### config.mk
export PLATFORM = sky130hd
export DESIGN_NAME = rc_prog_port
export DESIGN_NICKNAME = d
export VERILOG_FILES = /design/src/rtl/rc_prog_port.sv
export SDC_FILE = /design/constraint.sdc
export NUM_CORES = 1
export LEC_CHECK = 0
export BUFFER_PORTS_ARGS = -buffer_cell sky130_fd_sc_hd__buf_2
export CAP_MARGIN = 25
export CORE_ASPECT_RATIO = 0.9
export CORE_MARGIN = 4
export CORE_UTILIZATION = 45
export DETAILED_ROUTE_END_ITERATION = 16
export GPL_ROUTABILITY_DRIVEN = 1
export PLACE_DENSITY = 0.78
export SETUP_SLACK_MARGIN = 0.5
export SLEW_MARGIN = 20
export SYNTH_ARGS = -nofsm -noshare
export SYNTH_HDL_FRONTEND = slang
export SYNTH_SLANG_ARGS = --single-unit
### constraint.sdc
create_clock -name clk -period 1.6 [get_ports clk]
set_input_delay 0.32 -clock clk [delete_from_list [all_inputs] [get_ports clk]]
set_output_delay 0.32 -clock clk [all_outputs]
set_load 0.01 [all_outputs]
### src/rtl/rc_prog_port.sv
module rc_prog_port #(
  parameter int ROW_W  = 11,
  parameter int COL_W  = 7,
  parameter int DATA_W = 8
) (
  input  logic                   clk,
  input  logic                   rst_n,
  input  logic [ROW_W-1:0]       addr_in,
  input  logic                   rc_n,
  input  logic                   we_n,
  input  logic                   oe_n,
  input  logic                   rp_n,
  input  logic [DATA_W-1:0]      dq_in,
  output logic [DATA_W-1:0]      dq_out,
  output logic                   dq_oe,
  output logic                   core_wr_stb,
  output logic [ROW_W+COL_W-1:0] core_addr,
  output logic [DATA_W-1:0]      core_wdata,
  output logic                   core_rd_req,
  input  logic [DATA_W-1:0]      core_rdata
);
  localparam int ADDR_W = ROW_W + COL_W;

  logic [2:0] rc_s, we_s;
  logic [1:0] oe_s, rp_s;
  logic [ROW_W-1:0] row_q;
  logic [COL_W-1:0] col_q;
  logic rc_fall, rc_rise, we_rise, wr_fire, rd_en, live;

  always_ff @(posedge clk or negedge rst_n)
    if (!rst_n) begin
      rc_s <= 3'b111;
      we_s <= 3'b111;
      oe_s <= 2'b11;
      rp_s <= 2'b00;
    end else begin
      rc_s <= {rc_s[1:0], rc_n};
      we_s <= {we_s[1:0], we_n};
      oe_s <= {oe_s[0], oe_n};
      rp_s <= {rp_s[0], rp_n};
    end

  assign live    = rp_s[1];
  assign rc_fall = !rc_s[1] && rc_s[2];
  assign rc_rise = rc_s[1] && !rc_s[2];
  assign we_rise = we_s[1] && !we_s[2];
  assign wr_fire = we_rise && oe_s[1] && live;
  assign rd_en   = live && we_s[1] && !oe_s[1];

  always_ff @(posedge clk or negedge rst_n)
    if (!rst_n) begin
      row_q <= '0;
      col_q <= '0;
    end else if (!live) begin
      row_q <= '0;
      col_q <= '0;
    end else begin
      if (rc_fall) row_q <= addr_in;
      if (rc_rise) col_q <= addr_in[COL_W-1:0];
    end

  always_ff @(posedge clk or negedge rst_n)
    if (!rst_n) begin
      core_wr_stb <= 1'b0;
      core_wdata  <= '0;
    end else begin
      core_wr_stb <= wr_fire;
      if (wr_fire) core_wdata <= dq_in;
    end

  assign core_addr   = {col_q, row_q};
  assign core_rd_req = rd_en;
  assign dq_oe       = rd_en;
  assign dq_out      = rd_en ? core_rdata : '0;


  wr_pulse_chk: assert property (@(posedge clk) disable iff (!rst_n)
    core_wr_stb |=> !core_wr_stb);

  wr_vs_read_chk: assert property (@(posedge clk) disable iff (!rst_n)
    core_wr_stb |-> $past(!dq_oe));

  rp_clear_chk: assert property (@(posedge clk) disable iff (!rst_n)
    !live |=> (core_addr == '0));

  col_hold_chk: assert property (@(posedge clk) disable iff (!rst_n)
    (!rc_s[1] && live) |=> $stable(col_q));

  row_hold_chk: assert property (@(posedge clk) disable iff (!rst_n)
    (rc_s[1] && live) |=> $stable(row_q));

  oe_off_chk: assert property (@(posedge clk) disable iff (!rst_n)
    $past(oe_s[1]) && oe_s[1] |-> !dq_oe);
endmodule

======== Yosys cells after proc, flatten, opt, wreduce, memory -nomap -nowiden ========
Index checks and enable logic that the tools add are counted.
cells by class
  equal/unequal tests ..................... 2
  multiplexer cells ....................... 5
  reductions and logical operators ........ 11
operator list
  operator                                                          number
  11-bit two-way mux                                                2
  7-bit two-way mux                                                 2
  8-bit two-way mux                                                 1
  1-bit logical AND                                                 7
  1-bit logical NOT                                                 4
  2-bit by 1-bit != test with 1-bit output (second input constant)  2
word-level totals
  bits in registers ....................... 37
  input port bits ......................... 33
  output and inout port bits .............. 37
  word-level logic and storage cells ...... 26

======== Longest topological paths before layout ========
Gate-level depths: netlist of the first run.
  depth after elaboration ................. 4
  gate-level depth with buffers ........... 4
  gate-level depth less buffers ........... 3

======== Worst setup path before layout of the first run ========
OpenSTA, ideal clock, no wires.
  path type ............................... register to output
  from .................................... register we_s[1]
  to ...................................... output dq_out[0]
  arrival ................................. 1.175 ns
  data required time ...................... 1.280 ns
  setup slack ............................. 0.105 ns
  stages on the path, launching flop included .. 4
  path buffers ............................ 1
  path through ............................ dfstp_2 -> and3b_2 -> clkbuf_1 -> and2_1
on the way
  cells in the longest elaborated chain, start to end .. 3
RTL lines
  what                            line  source
  start, declared                 24    logic [2:0] rc_s, we_s;
  start signal, assigned          38    we_s <= {we_s[1:0], we_n};
  1-bit logical AND (2 in a row)  48    assign rd_en = live && we_s[1] && !oe_s[1];
  named net core_rd_req           19    output logic core_rd_req,
  8-bit two-way mux               74    assign dq_out = rd_en ? core_rdata : '0;
  end, declared                   14    output logic [DATA_W-1:0] dq_out,
The timed path passes the listed nets, and every way through them passes these cells.

======== Final worst setup path of the first run ========
  from .................................... register we_s[1]
  to ...................................... output dq_out[1]
on the way
  cells in the longest elaborated chain, start to end .. 3
RTL lines
  what                            line
  1-bit logical AND (2 in a row)  48
  8-bit two-way mux               74
No other way between the ends.

==> flow_summary.toml, run 1 <==
[pwr]
peakVddDrop_uv = 804
power_w = 0.00217
powerDensity_nw_per_um2 = 920
leakagePower_nw = 1.30

[yosys]
syn_nets = 146
yosys.area.top_type_share_pct = 50.0
ys_ff_latch = 37
netlist_top_cells_area = "dfrtp_1, dfstp_2, mux2_2, a21boi_0, nand2_1"
synth-edff-count = 0
synth_common_cells = "dfrtp_1, nand2_1, a21boi_0"
yosysTopAreaCell = "dfrtp_1"
seq_area_frac_synth_pct = 64.4
ys_types = 16
syn-cell-area_sq_um = 1450
synth_cells = 113
post-synth-top-count-cell = "dfrtp_1"
synth_flop_cell = "dfrtp_1"
avgSynthCellArea_sq_um = 12.9
synth_warnings = 0
async_reset_ff_share_pct = 100

[clock_network]
clock_latency_ns = 0.33
cts_buffers = 5
root_buffer = "clkbuf_4"
htreeDepth = 2
cts.sinks = 37
clkTransAtPathRegs_ns = 0.11
cts_tree = "built"
clockBufferDepth = 2

[sta]
setup_ws_ns = -0.135
drv_slew = 0
rsz0062_at_grt = "true"
max-slew-margin-rel_pct = 70.0
final.period_utilization_pct = 108
worst_pin_slew_ns = 0.449
tns_ns = -0.993
setup_viol = 9
finalHoldViolations = 0
holdWs_ns = 0.00809
fmax_mhz = 576
skew_ns = 0.00874
fin_crit_ns = 1.74

[global_route]
overflow = 0
grtUsageTotal_pct = 19.0
grt_pass1_vias = 1194
grt_pass1_wl_um = 5730
grt_max_degree = 38
antenna_found_initial = 0

[die]
dieArea_sq_um = 4200
rows = 19
die_w_um = 67.9
ios = 70
start_util_pct = 47.4
design.core.area_sq_um = 3070
chipHeight_um = 61.9

[setup_path]
critPathCaptureType = "output port"
cp_data_arrival_time_ns = 1.42
required_ns = 1.28
critPathMaxFanout = 5
critical_path_class = "register to output port"
reg2reg_to = "core_wdata[6]$_DFFE_PN0P_"
r2r_setup_slack_ns = 0.14
ff2ff_path_depth = 5
r2r-start = "we_s[1]$_DFF_PN1_"
critPathLaunchType = "register"

[drt]
drc_errors = 0
vias = 1214
via_per_inst = 4.78
avgRoutedWirePerCell_um = 15.5
initialDrtViolationCount = 49
antenna_left = 0
drt_pass1_iterations = 4
totalWireLength_um = 3950

[layout]
final_core_util_pct = 77.0
fin_cells = 254
nets = 244
drive_gt1_share_pct = 71.7
fillers = 202
diodes = 0
area_growth_pct = 62.6

[placed_design]
hpwlAfterDp_um = 2350
placed_cells = 221
io_buffers = 69
gp_congestion = 0.651

[outcome]
outcome = "complete, but fails checks"
violations = "setup timing"

[job]
drv_cap = 0

[hold_path]
hp-class = "input port to asynchronous set/reset pin"
[per-layer routing]
layer | track usage, % | up-vias | wire length [um]
li1 | - | 568 | -
met1 | 22.9 | 603 | 1560
met2 | 33.1 | 36 | 2100
met3 | 6.12 | 7 | 241
met4 | 5.67 | 0 | 50
met5 | 0 | - | 0
[registers in the layout (all words and copies together) (netlist names)]
| register | count |
|---|---|
| core_wr_stb | 1 |
| oe_s | 2 |
| rp_s | 2 |
| row_q | 11 |
| col_q | 7 |
| rc_s | 3 |
| we_s | 3 |
| core_wdata | 8 |
[cell families after synthesis]
family	count (synthesis)	share of synthesized area, %
buf+inv	8	3.10
compound gates	11	5.68
simple gates	42	15.8
flops	37	64.4
mux	15	11.0
[cell usage in the layout, fill, tap and decap left out]
cell type	n
nor2b_4	1
nand2b_4	3
and2_4	8
buf_2	59
nand2_1	10
bufinv_16	1
nand2_2	9
a21boi_1	6
nand4b_4	2
nor2b_1	7
mux2_4	8
and3b_2	2
clkbuf_4	5
inv_2	1
clkbuf_8	1
a21boi_2	5
buf_4	21
mux2i_1	7
buf_8	2
clkbuf_1	1
nand2_4	3
dfrtp_1	29
buf_6	13
dfstp_2	8
[critical path, stage by stage, from the launching register on]
cell	delay, ns
dfstp_2	0.57
and3b_2	0.25
and2_4	0.17
buf_6	0.10
[per-stage QoR]
step	area, sq um	setup WS [ns]
finish	2360	-0.135
global route	2360	-0.182
CTS	2200	-0.109
detailed placement	1860	0.176
global placement	1860	0.210
floorplan	1490	0.256
[where the power goes]
group	switching [W]	internal [W]	leakage (nW)	total, W
Clock	0.000282	0.000373	0.0455	0.000655
Combinational	0.000190	0.000261	0.798	0.000452
Sequential	0.0000457	0.00102	0.459	0.00107
[worst max-delay path by stage]
| stage | endpoint | start | cells past startpoint |
|---|---|---|---|
| floorplan | dq_out[0] | oe_s[1]$_DFF_PN1_ | 3 |
| global placement | dq_out[6] | we_s[1]$_DFF_PN1_ | 3 |
| detailed placement | dq_out[2] | we_s[1]$_DFF_PN1_ | 3 |
| CTS | dq_out[1] | oe_s[1]$_DFF_PN1_ | 3 |
| global route | dq_out[1] | we_s[1]$_DFF_PN1_ | 3 |
| finish | dq_out[1] | we_s[1]$_DFF_PN1_ | 3 |
[repair_timing]
| action | in CTS | in global routing |
|---|---|---|
| setup buffers | 9 | 12 |
| hold buffers | 0 | 0 |
| gates cloned | 4 | 0 |
| resized for setup | 49 | 18 |
| endpoints found under the setup margin | 63 | 63 |
| pin swaps | 1 | 3 |
| hold endpoints to repair | 0 | 0 |
[area by class of cell]
cell class                      count  area (sq um)  area share (%)
Multi-Input combinational cell     71           656            27.8
Tap cell                           42          52.6            2.22
Timing Repair Buffer               95           629            26.6
Clock buffer                        7          55.1            2.33
Clock inverter                      1          30.0            1.27
Inverter                            1          3.75           0.159
Sequential cell                    37           936            39.6
(Power assumes the default switching activity.)
==> inputs of run 2 (changes only) <==
Settings changed: CORE_UTILIZATION 45 to 47, CTS_BUF_LIST set to sky130_fd_sc_hd__clkbuf_2 sky130_fd_sc_hd__clkbuf_4 sky130_fd_sc_hd__clkbuf_8, MAX_ROUTING_LAYER set to met4, PLACE_DENSITY 0.78 to 0.81.
==> flow_summary.toml, run 2 (same netlist as run 1, synthesis figures left out) <==
[drt]
initialDrtViolationCount = 25
totalWireLength_um = 4120
via_per_inst = 5.07
avgRoutedWirePerCell_um = 16.8
antenna_left = 0
vias = 1246
drt_pass1_iterations = 4
drc_errors = 0

[setup_path]
critPathCaptureType = "output port"
critPathMaxFanout = 5
required_ns = 1.28
max_stage_delay_ns = 0.58
cp_data_arrival_time_ns = 1.42
critPathBufInv = 1
r2r_setup_slack_ns = 0.25
critical-path-top-delay-family = "flip-flops"
ff2ff_path_depth = 3
reg2reg_to = "core_wdata[6]$_DFFE_PN0P_"
r2r-start = "we_s[1]$_DFF_PN1_"
slowest_stage = "dfstp_2"
cp_cell_sequence = "and3b_2 > and2_4 > buf_6"
critical_path_class = "register to output port"
critPathLaunchType = "register"

[pwr]
switching_share_pct = 25.2
leakagePower_nw = 1.27
peakVddDrop_uv = 713
powerDensity_nw_per_um2 = 929
p_sw_w = 0.000545
seqPwrFrac_pct = 49.2
combPwrFrac_pct = 19.4
p_clk_share_pct = 31.3
p_int_w = 0.00162

[sta]
setup_viol = 10
setup_ws_ns = -0.137
final.period_utilization_pct = 109
finalHoldViolations = 0
skew_ns = 0.00854
max-slew-margin-rel_pct = 70.1
worst_pin_slew_ns = 0.448
tns_ns = -1.17
rsz0062_at_grt = "true"
fmax_mhz = 576
drv_slew = 0
holdWs_ns = 0.00252
fin_crit_ns = 1.74

[layout]
diodes = 0
area_growth_pct = 60.6
nets = 238
largest_register = "row_q"
fin_area_sq_um = 2330
final_core_util_pct = 81.5
drive_gt1_share_pct = 73.3
final_cell_mix = "buf_2, dfrtp_1, buf_4"
final_common_cell = "buf_2"
reg.largest.list = "row_q (11), core_wdata (8), col_q (7)"
largest_register_ff_count = 11

[die]
design.core.area_sq_um = 2860
rows = 18
chipHeight_um = 60.7
ios = 70
start_util_pct = 50.8
die_w_um = 66.6
dieArea_sq_um = 4050

[clock_network]
cts.sinks = 37
cts.hold.buffers_added = 0
htreeDepth = 2
clockBufferDepth = 2
cts_tree = "built"
root_buffer = "clkbuf_4"
clkTransAtPathRegs_ns = 0.11
cts_buffers = 5
clock_latency_ns = 0.34

[global_route]
grt_max_degree = 38
use_met1_pct = 23.5
busiest_layer = "met2"
grt_pass1_vias = 1291
grt_pass1_wl_um = 6010
use_met3_pct = 7.59
overflow = 0
grtUsageTotal_pct = 21.4
antenna_found_initial = 0
met2_usage_pct = 36.6

[placed_design]
gp_congestion = 0.694
io_buffers = 69
hpwlAfterDp_um = 2430
postPlaceCellArea_sq_um = 1850

[outcome]
violations = "setup timing"
outcome = "complete, but fails checks"

[job]
drv_cap = 0

[hold_path]
hp-class = "input port to asynchronous set/reset pin"
-- run 2: cell count changes in the layout (fill, tap and decap cells not counted), moves of 3 or more --
cell	previous run	this run
buf_4	21	18
a21boi_2	5	9
mux2_4	8	5
nand2_2	9	6
mux2_2	0	3
a21boi_1	6	2
nand2_4	3	6
-- run 2: timing repair --
action | in CTS | in global routing
buffers inserted | 8 | 8
gates resized for setup | 44 | 25
setup endpoints to repair | 63 | 63
pin swaps | 8 | 20
gates cloned | 4 | 0
-- run 2: area by class of cell --
class / instances / area, sq um
inverter: 1 / 3.75
sequential: 37 / 936
tap: 40 / 50.0
multi-input combinational: 71 / 678
clock buffer: 6 / 51.3
fill: 166 / 528
timing repair buffer: 89 / 576
clock inverter: 2 / 37.5
-- run 2: worst max path at each step --
stage | start | to | depth (start not counted) | slack [ns]
after detailed placement | we_s[1]$_DFF_PN1_ | dq_out[3] | 3 | 0.17
after global routing | we_s[1]$_DFF_PN1_ | dq_out[2] | 3 | -0.19
after global placement | we_s[1]$_DFF_PN1_ | dq_out[7] | 3 | 0.21
final | we_s[1]$_DFF_PN1_ | dq_out[2] | 3 | -0.14
after CTS | we_s[1]$_DFF_PN1_ | dq_out[3] | 3 | -0.12
after floorplan | oe_s[1]$_DFF_PN1_ | dq_out[0] | 3 | 0.26
-- run 2: power by group through the flow --
stage | combinational [W] | sequential (W) | clock (W)
after floorplan | 0.000116 | 0.00111 | 0
after global placement | 0.000287 | 0.00107 | 0
after detailed placement | 0.000300 | 0.00108 | 0
after CTS | 0.000369 | 0.00106 | 0.000688
after global routing | 0.000452 | 0.00108 | 0.000735
final | 0.000421 | 0.00107 | 0.000679
-- run 2: layer usage --
metal / wire, um / up-vias
met3: 273 / 7
li1: - / 560
met5: 0 / -
met4: 40 / 0
met2: 2260 / 43
met1: 1540 / 636
-- run 2: per-stage QoR --
| step | power (W) | instances | setup slack [ns] |
|---|---|---|---|
| floorplan | 0.00122 | 113 | 0.256 |
| global placement | 0.00136 | 218 | 0.213 |
| detailed placement | 0.00138 | 218 | 0.170 |
| CTS | 0.00212 | 238 | -0.122 |
| global route | 0.00226 | 246 | -0.185 |
| finish | 0.00217 | 246 | -0.137 |
